`src/rtl/alarm_pkg.sv`:
```
package alarm_pkg;
  parameter int UNITS = 8;
  parameter int MS_UNIT = 0;   // low digit not stored
  parameter int DOW_UNIT = 5;  // high digit not stored
  localparam int IDX_W = $clog2(UNITS);
  localparam int TIME_W = UNITS * 8;

  typedef struct packed {
    logic wrAlarm;
    logic [IDX_W-1:0] idx;
    logic clrAll;
    logic [7:0] data;
  } strobe_t;

  function automatic bit digitUsed(int unit, int hi);
    return !((unit == MS_UNIT && hi == 0) || (unit == DOW_UNIT && hi == 1));
  endfunction
endpackage

```
`src/rtl/alarm_dp.sv`:
```
module alarm_dp
  import alarm_pkg::*;
(
  input  logic clk,
  input  logic rstN,
  input  strobe_t stb,
  input  logic [TIME_W-1:0] liveTime,
  input  logic [IDX_W-1:0] rdIdx,
  output logic [7:0] rdByte,
  output logic alarmEvt
);
  logic [TIME_W-1:0] storeFlat;
  logic [UNITS*2-1:0] digOk;
  logic matchNow;
  logic matchQ;

  for (genvar k = 0; k < UNITS; k++) begin : g_unit
    for (genvar d = 0; d < 2; d++) begin : g_dig
      if (digitUsed(k, d)) begin : g_on
        logic [3:0] nibQ;
        always_ff @(posedge clk or negedge rstN) begin
          if (!rstN) nibQ <= '0;
          else if (stb.clrAll) nibQ <= '0;
          else if (stb.wrAlarm && stb.idx == IDX_W'(k)) nibQ <= stb.data[d*4 +: 4];
        end
        assign storeFlat[k*8 + d*4 +: 4] = nibQ;
        assign digOk[k*2 + d] = (nibQ[3:2] == 2'b11) || (nibQ == liveTime[k*8 + d*4 +: 4]);
      end else begin : g_off
        assign storeFlat[k*8 + d*4 +: 4] = 4'h0;
        assign digOk[k*2 + d] = 1'b1;
      end
    end
  end

  assign matchNow = &digOk;

  always_ff @(posedge clk or negedge rstN) begin
    if (!rstN) matchQ <= 1'b0;
    else matchQ <= matchNow;
  end

  assign alarmEvt = matchNow & ~matchQ;
  assign rdByte = storeFlat[rdIdx*8 +: 8];

  a_r3_single_pulse: assert property (@(posedge clk) disable iff (!rstN)
    alarmEvt |=> !alarmEvt);
  a_r3_held_quiet: assert property (@(posedge clk) disable iff (!rstN)
    (matchNow && $past(matchNow)) |-> !alarmEvt);
  a_r6_clear_empties: assert property (@(posedge clk) disable iff (!rstN)
    stb.clrAll |=> (storeFlat == '0));
  a_r2_write_lands: assert property (@(posedge clk) disable iff (!rstN)
    (stb.wrAlarm && !stb.clrAll && stb.idx == IDX_W'(2)) |=> (storeFlat[23:16] == $past(stb.data)));
endmodule

```
`src/rtl/alarm_ctrl.sv`:
```
module alarm_ctrl
  import alarm_pkg::*;
#(
  parameter int ADDR_W = 5,
  parameter int ALARM_BASE = 8,
  parameter int CLEAR_ADDR = 'h13,
  parameter int STBY_ADDR = 'h16
) (
  input  logic clk,
  input  logic rstN,
  input  logic busWr,
  input  logic [ADDR_W-1:0] busAddr,
  input  logic [7:0] busWrData,
  input  logic [7:0] rdByte,
  input  logic alarmEvt,
  output strobe_t stb,
  output logic [IDX_W-1:0] rdIdx,
  output logic [7:0] busRdData,
  output logic stbyAlarmN
);
  localparam logic [ADDR_W-1:0] BASE_A = ADDR_W'(ALARM_BASE);
  localparam logic [ADDR_W-1:0] CLR_A = ADDR_W'(CLEAR_ADDR);
  localparam logic [ADDR_W-1:0] STBY_A = ADDR_W'(STBY_ADDR);

  logic hitAlarm, hitStby, stbyWr, stbyRelease;
  logic stbyEn, stbyLatch;
  logic [ADDR_W-1:0] offs;

  assign offs = busAddr - BASE_A;
  assign hitAlarm = (int'(busAddr) >= ALARM_BASE) && (int'(busAddr) < ALARM_BASE + UNITS);
  assign hitStby = (busAddr == STBY_A);
  assign rdIdx = offs[IDX_W-1:0];

  always_comb begin
    stb.wrAlarm = busWr && hitAlarm;
    stb.idx = offs[IDX_W-1:0];
    stb.clrAll = busWr && (busAddr == CLR_A) && (busWrData == 8'hFF);
    stb.data = busWrData;
  end

  assign stbyWr = busWr && hitStby;
  assign stbyRelease = stb.clrAll || (stbyWr && !busWrData[0]);

  always_ff @(posedge clk or negedge rstN) begin
    if (!rstN) begin
      stbyEn <= 1'b0;
      stbyLatch <= 1'b0;
    end else begin
      if (stbyWr) stbyEn <= busWrData[0];
      if (stbyRelease) stbyLatch <= 1'b0;
      else if (alarmEvt && stbyEn) stbyLatch <= 1'b1;
    end
  end

  assign stbyAlarmN = ~stbyLatch;

  always_comb begin
    if (hitAlarm) busRdData = rdByte;
    else if (hitStby) busRdData = {7'b0, stbyEn};
    else busRdData = 8'h00;
  end

  a_r8_fires: assert property (@(posedge clk) disable iff (!rstN)
    (alarmEvt && stbyEn && !stbyRelease) |=> !stbyAlarmN);
  a_r8_holds: assert property (@(posedge clk) disable iff (!rstN)
    (!stbyAlarmN && !stbyRelease) |=> !stbyAlarmN);
  a_r8_needs_enable: assert property (@(posedge clk) disable iff (!rstN)
    $fell(stbyAlarmN) |-> $past(stbyEn));
  a_r9_release: assert property (@(posedge clk) disable iff (!rstN)
    stbyRelease |=> stbyAlarmN);
  a_r7_enable_write: assert property (@(posedge clk) disable iff (!rstN)
    stbyWr |=> (stbyEn == $past(busWrData[0])));
endmodule

```
`src/rtl/alarm_cmp_top.sv`:
```
module alarm_cmp_top
  import alarm_pkg::*;
#(
  parameter int ADDR_W = 5,
  parameter int ALARM_BASE = 8,
  parameter int CLEAR_ADDR = 'h13,
  parameter int STBY_ADDR = 'h16
) (
  input  logic clk,
  input  logic rstN,
  input  logic busWr,
  input  logic [ADDR_W-1:0] busAddr,
  input  logic [7:0] busWrData,
  output logic [7:0] busRdData,
  input  logic [TIME_W-1:0] liveTime,
  output logic alarmEvt,
  output logic stbyAlarmN
);
  strobe_t stb;
  logic [IDX_W-1:0] rdIdx;
  logic [7:0] rdByte;

  alarm_ctrl #(
    .ADDR_W(ADDR_W), .ALARM_BASE(ALARM_BASE),
    .CLEAR_ADDR(CLEAR_ADDR), .STBY_ADDR(STBY_ADDR)
  ) u_ctrl (
    .clk(clk), .rstN(rstN), .busWr(busWr), .busAddr(busAddr),
    .busWrData(busWrData), .rdByte(rdByte), .alarmEvt(alarmEvt),
    .stb(stb), .rdIdx(rdIdx), .busRdData(busRdData), .stbyAlarmN(stbyAlarmN)
  );

  alarm_dp u_dp (
    .clk(clk), .rstN(rstN), .stb(stb), .liveTime(liveTime),
    .rdIdx(rdIdx), .rdByte(rdByte), .alarmEvt(alarmEvt)
  );
endmodule

```
`config.mk`:
```
export PLATFORM = sky130hd
export DESIGN_NAME = alarm_cmp_top
export DESIGN_NICKNAME = d
export VERILOG_FILES = /design/src/rtl/alarm_pkg.sv /design/src/rtl/alarm_dp.sv /design/src/rtl/alarm_ctrl.sv /design/src/rtl/alarm_cmp_top.sv
export SDC_FILE = /design/constraint.sdc
export NUM_CORES = 1
export LEC_CHECK = 0
export ABC_CLOCK_PERIOD_IN_PS = 3150
export CAP_MARGIN = 20
export CORE_ASPECT_RATIO = 1.2
export CORE_MARGIN = 3
export CORE_UTILIZATION = 55
export DETAILED_ROUTE_END_ITERATION = 6
export GPL_TIMING_DRIVEN = 0
export PLACE_DENSITY = 0.86
export SYNTH_ARGS = -nofsm -noshare
export SYNTH_HDL_FRONTEND = slang
export SYNTH_SLANG_ARGS = --single-unit
```
`constraint.sdc`:
```
create_clock -name clk -period 3.15 [get_ports clk]
set_input_delay 0.315 -clock clk [delete_from_list [all_inputs] [get_ports clk]]
set_output_delay 0.315 -clock clk [all_outputs]
set_load 0.01 [all_outputs]
```
# --- Yosys cells after proc, flatten, opt, wreduce, memory -nomap -nowiden ---
# Index checks and enable logic that the tools add are counted.
# W data, S select, Z words.
word_totals:
  ff_bits: 59
  in_bits: 80
  out_inout_bits: 10
  elab_cells: 136
classes:
  addsub: 1
  n_lt_le_gt_ge: 2
  n_eq_ne: 38
  shifts: 1
  muxes: 32
  bitwise: 3
  reduce_logical: 42
ops:
  columns: ["op", "n"]
  rows:
  - ["$mux W4", 28]
  - ["$shiftx A64 B7 Y8", 1]
  - ["$eq A4 B4 Y1", 14]
  - ["$eq A2 B2 Y1 const B", 14]
  - ["$reduce_bool A2 Y1", 9]
  - ["$logic_and A1 B1 Y1", 15]
  - ["$logic_or A1 B1 Y1", 15]
  - ["$reduce_and A14 Y1", 1]
  - ["$eq A3 B3 Y1 const B", 4]
  - ["$eq A5 B5 Y1 const B", 2]
  - ["$eq A8 B8 Y1 const B", 1]
  - ["$mux W8", 1]
  - ["$eq A3 B2 Y1 const B", 2]
  - ["$ge A5 B4 Y1 const B", 1]
  - ["$lt A5 B5 Y1 const B", 1]
  - ["$eq A3 B1 Y1 const B", 1]
  - ["$logic_not A3 Y1", 1]
  - ["$mux W1", 3]
  - ["$sub A3 B1 Y3 const B", 1]
  - ["$not A1 Y1", 2]
  - ["$and A1 B1 Y1", 1]
  - ["$logic_not A1 Y1", 1]

# --- Longest topological paths before layout ---
depth:
  ltp_word: 7
  mapped_depth: 7
  mapped_depth_nobuf: 6

# --- Modules after synthesis ---
# A second synthesis with hierarchy kept.
hier_totals:
  cells_unflattened: 428
  area_unflattened_um2: 3913.8
modules_own_cells:
  columns: ["module", "instances", "cells_per_inst", "area_each_um2", "seq_area_each_um2"]
  rows:
  - ["alarm_dp", 1, 386, 3589.7, 1426.4]
  - ["alarm_ctrl", 1, 42, 324.1, 50.0]

# --- Worst setup path before layout ---
# Ideal clock, no wire load.
synth_path:
  path_kind: "input to output"
  startpoint: "input port busAddr[0]"
  endpoint: "output port busRdData[6]"
  arrival_ns: 1.351
  t_required_ns: 2.835
  path_slack_ns: 1.484
  cell_stages: 5
  path_buffers: 2
  path_cell_list: "buf_4 buf_4 mux4_2 nor2_1 a211oi_1"
synth_between:
  elab_chain_len: 3
  word_cells_on_any_way: 6
  cone_classes: "1 x add/sub; 2 x order compare; 1 x shift; 1 x mux; 1 x reduce/logical"
synth_rtl:
  columns: ["element", "line_no", "source"]
  rows:
  - ["from (decl)", "alarm_cmp_top.sv:12", "input logic [ADDR_W-1:0] busAddr,"]
  - ["$sub A3 B1 Y3 (tied with other cells)", "alarm_ctrl.sv:29", "assign offs = busAddr - BASE_A;"]
  - ["$shiftx A64 B7 Y8 / $logic_and A1 B1 Y1 (equally long branches)", "alarm_dp.sv:43, alarm_ctrl.sv:30", null]
  - ["$mux W8 *", "alarm_ctrl.sv:58", "if (hitAlarm) busRdData = rdByte;"]
  - ["to (decl)", "alarm_cmp_top.sv:14", "output logic [7:0] busRdData,"]
# Every way passes the cells marked *; elsewhere a longest branch is shown, timed or not.

# --- Worst setup path in the final report ---
layout_path:
  startpoint: "register u_dp.g_unit[7].g_dig[0].g_on.nibQ[0]"
  endpoint: "output port alarmEvt"
layout_between:
  elab_chain_len: 4
layout_rtl:
  columns: ["element", "line_no", "source"]
  rows:
  - ["from (decl)", "alarm_dp.sv:20", "logic [3:0] nibQ;"]
  - ["from (signal assigned)", "alarm_dp.sv:24", "else if (stb.wrAlarm && stb.idx == IDX_W'(k)) nibQ <= stb.data[d*4 +: 4];"]
  - ["$eq A4 B4 Y1", "alarm_dp.sv:27", "assign digOk[k*2 + d] = (nibQ[3:2] == 2'b11) || (nibQ == liveTime[k*8 + d*4 +: 4]);"]
  - ["$logic_or A1 B1 Y1", "alarm_dp.sv:27", null]
  - ["$reduce_and A14 Y1", "alarm_dp.sv:35", "assign matchNow = &digOk;"]
  - ["$and A1 B1 Y1", "alarm_dp.sv:42", "assign alarmEvt = matchNow & ~matchQ;"]
  - ["to (decl)", "alarm_cmp_top.sv:16", "output logic alarmEvt,"]
# No other way between the ends.

==> impl_results.md <==
* Status: complete, no violations
* R2r worst-path depth at 6
* Largest net degree at the start of global routing at 43
* Sequential share of power at 0.424
* Logic gate share of total power at 0.264
* R2r endpoint: u_ctrl.stbyLatch$_DFFE_PN0P_
* Die height at 98.9 um
* DIE WIDTH at 83.4 um
* Asr flop ratio synth at 1.00
* Slew @ Worst Pin at around 0.49 ns
* Clock Skews at ~0.006 ns
* Layout cell share with drive strength beyond 1 at 0.147
* Min-Delay Path Class: in -> reg
* P_sw at 841 uW
* #FFs+latches synth at approximately 60
* Post-DRT Antenna Nets at 0
* Syn Area/Cell at about 9.5 um^2
* Final max-slew violation count at 0
* Ys Warns at 0
* RePlAce Congestion at roughly 1.0
* Worst-case clock buffer depth at 2
* Vias at between 3,000 and 4,000
* Gr usage total at 0.327
* Skew-Pair Late Insertion Delay at between 0.3 and 0.4 ns
* Critical Path Start Type: flip-flop
* DRT Pass-1 Iters at 5
* Num rows at 33
* Detailed-route DRC error count at 0
* Core Footprint at 0.00690 mm^2
* CTS sink count at 59
* Tcrit/Tclk final at 0.939
* CP endpoint kind: output pin
* Dpl hpwl at 9.45 mm
* Fin crit period at 2.96 ns
* Internal at roughly 1800 uW
* Vias in the first global route at 3,781
* I/O Pins at 90
* Die area at ~0.0082 mm^2
* Port Buf Inserts at between 70 and 80
* Starting DRT DRC Count at about 420
* Synth Flop Type: dfrtp_1
* Worst slew margin at 0.671
* Clock Pin Slew Worst Setup and Hold Paths at ~0.07 ns
* Fin nets at ~580
* Clock network power share at 0.312
* Root buffer cell: clkbuf_8
* PD cells at 516 mW/mm^2
* FF-to-FF Start: u_dp.g_unit[7].g_dig[0].g_on.nibQ[0]$_DFFE_PN0P_
* WL/cell at between 20 and 25 um
* Leakage Power at between 0.002 and 0.0025 uW
* Mapped Area at between 0.003 and 0.004 mm^2
* Avg Vias per Cell at between 6 and 7
* Cts bufs inserted at 9
* RSZ-0062 raised after global routing: no
* Initial core utilization at 0.573
* Net Sw Frac at 0.324
* Crit Path Category: reg -> out
* Critical path required time at 2.83 ns
* # setup viols final at 0
* Diode count at 0
* TritonCTS clock tree: built
* Maxcap violations at 0
* Post_cts resized at 0
* R2r setup slk at 1.15 ns
* Final global-route overflow total at 0
* Max VDD drop at between 0.3 and 0.4 mV
* Post-synth EDFFs at 0
* Peak Freq at approximately 340 MHz
* Seq/Total Area, Yosys at 0.374
* Final Hold Viols at 0
* Crit-path max FO at 3
* Initial antenna violation count at 0
* Syn Nets at about 490
* First-pass GRT wire length at roughly 20 mm
* Pwr Total at 2590 uW
* Worst EP arrival at 2.64 ns
* Synth unique cells at 50
* Area delta synth->final at 27.1%
* Final WL at about 13 mm
* # fillers at around 500
* Crit path from: u_dp.g_unit[7].g_dig[0].g_on.nibQ[0]$_DFFE_PN0P_
* Hold slack at approximately 0.29 ns
* Cells after Synth at 414
* Crit path to: alarmEvt
* H-tree Lvls at 3
[cells in the mapped netlist (all sizes together) (8+ instances only)]
cell type	n	area, um^2
a22oi	13	97.6
buf	26	146
dfrtp	59	1480
a211oi	8	65.1
mux2i	43	430
nor2	51	204
o21bai	14	124
nand2b	9	56.3
mux4	8	184
a21oi	37	185
nand3	21	110
nor2b	16	123
xnor2	24	210
inv	8	30.0
nand2	31	116
[metal layers]
| layer | vias up | part of all wire | wire length (um) | track usage |
|---|---|---|---|---|
| li1 | 1639 | - | - | - |
| met4 | 0 | 0.052 | 671 | 0.189 |
| met5 | - | 0 | 0 | 0 |
| met3 | 56 | 0.11 | 1380 | 0.0744 |
| met2 | 291 | 0.46 | 5940 | 0.510 |
| met1 | 1775 | 0.38 | 4880 | 0.419 |
[final cells by class]
cell class / instances / area (um^2) / area share
Clock buffer: 12 / 155 / 0.0309
Multi-Input combinational cell: 317 / 2270 / 0.452
Sequential cell: 59 / 1480 / 0.294
Tap cell: 87 / 109 / 0.0217
Buffer: 29 / 169 / 0.0336
Inverter: 9 / 33.8 / 0.00672
Clock inverter: 4 / 72.6 / 0.0144
Timing Repair Buffer: 73 / 736 / 0.146
[how the worst min path moves through the flow]
stage,depth (start not counted),from,slack (ns),to
5_1_grt,3,busWrData[0],0.31,u_dp.g_unit[3].g_dig[0].g_on.nibQ[0]$_DFFE_PN0P_
6_report,3,busWrData[0],0.29,u_dp.g_unit[3].g_dig[0].g_on.nibQ[0]$_DFFE_PN0P_
3_5_place_dp,1,rstN,0.29,u_dp.g_unit[6].g_dig[0].g_on.nibQ[0]$_DFFE_PN0P_
4_1_cts,3,busWrData[0],0.28,u_dp.g_unit[3].g_dig[0].g_on.nibQ[0]$_DFFE_PN0P_
2_1_floorplan,0,rstN,0.02,u_ctrl.stbyEn$_DFFE_PN0N_
3_3_place_gp,1,u_ctrl.stbyEn$_DFFE_PN0N_,0.53,u_ctrl.stbyEn$_DFFE_PN0N_
[logic make-up (layout without fill, tap and decap cells)]
family	Yosys count	count (layout)	share of synthesized area
AO/OA/AOI/OAI	91	91	0.159
XOR/XNOR	28	28	0.0620
buffers and inverters	38	127	0.0513
flip-flops	59	59	0.374
multiplexers	53	53	0.161
AND/OR/NAND/NOR	145	145	0.193
[repair_timing]
item                      CTS  global route
hold endpoints to repair   17             0
buffers inserted            0             0
hold buffers                1             0
[critical path: stages (launching register included)]
cell             delay, ns
dfrtp_1               0.42
xnor2_1               0.21
a22oi_1               0.16
nor4_1                0.47
and3_1                0.25
nand4b_1              0.16
inv_1                 0.09
clkdlybuf4s50_1       0.53
[through the flow]
stage	util	setup TNS, ns	instance area [um^2]	worst slack, ns	cells
2_1_floorplan	-	0	3950	1.48	414
3_3_place_gp	0.692	-0.749	4770	-0.0162	572
3_5_place_dp	0.694	0	4790	0.232	573
4_1_cts	0.729	0	5020	0.246	590
5_1_grt	0.729	0	5020	0.128	590
6_report	0.729	0	5020	0.191	590
[flip-flops by register name (all words and copies together), names as in the netlist]
signal and count:
u_ctrl.stbyEn 1, u_ctrl.stbyLatch 1, u_dp.g_unit.g_dig.g_on.nibQ 56, u_dp.matchQ 1
[power by group through the flow]
stage | combinational (uW) | sequential (uW) | clock (uW)
detailed placement | 672 | 1100 | 0
floorplan | 449 | 1020 | 0
global placement | 646 | 1090 | 0
CTS | 681 | 1090 | 803
finish | 686 | 1100 | 808
global route | 743 | 1120 | 838
[cells in the final DEF (no fill, tap or decap), types with 2 or more instances in the layout]
cell type	count
xor2_1	4
nand3_1	20
dfrtp_1	59
nand4_1	2
nand2_1	31
a22oi_1	13
clkbuf_8	12
nor2b_1	13
xnor2_1	24
buf_4	4
clkbuf_1	2
a21oi_1	37
mux2_2	2
a211oi_1	7
buf_2	22
o2111ai_1	6
nor2_2	2
o21bai_1	9
nor4_1	3
inv_1	8
nand2b_1	9
nor4_2	2
clkdlybuf4s50_1	70
mux4_2	7
nor2b_4	3
o21bai_2	5
nor2_1	48
mux2i_1	43
bufinv_16	2
a21o_1	7
o21ai_0	2
Note: power is estimated with default switching activity, not from simulation.
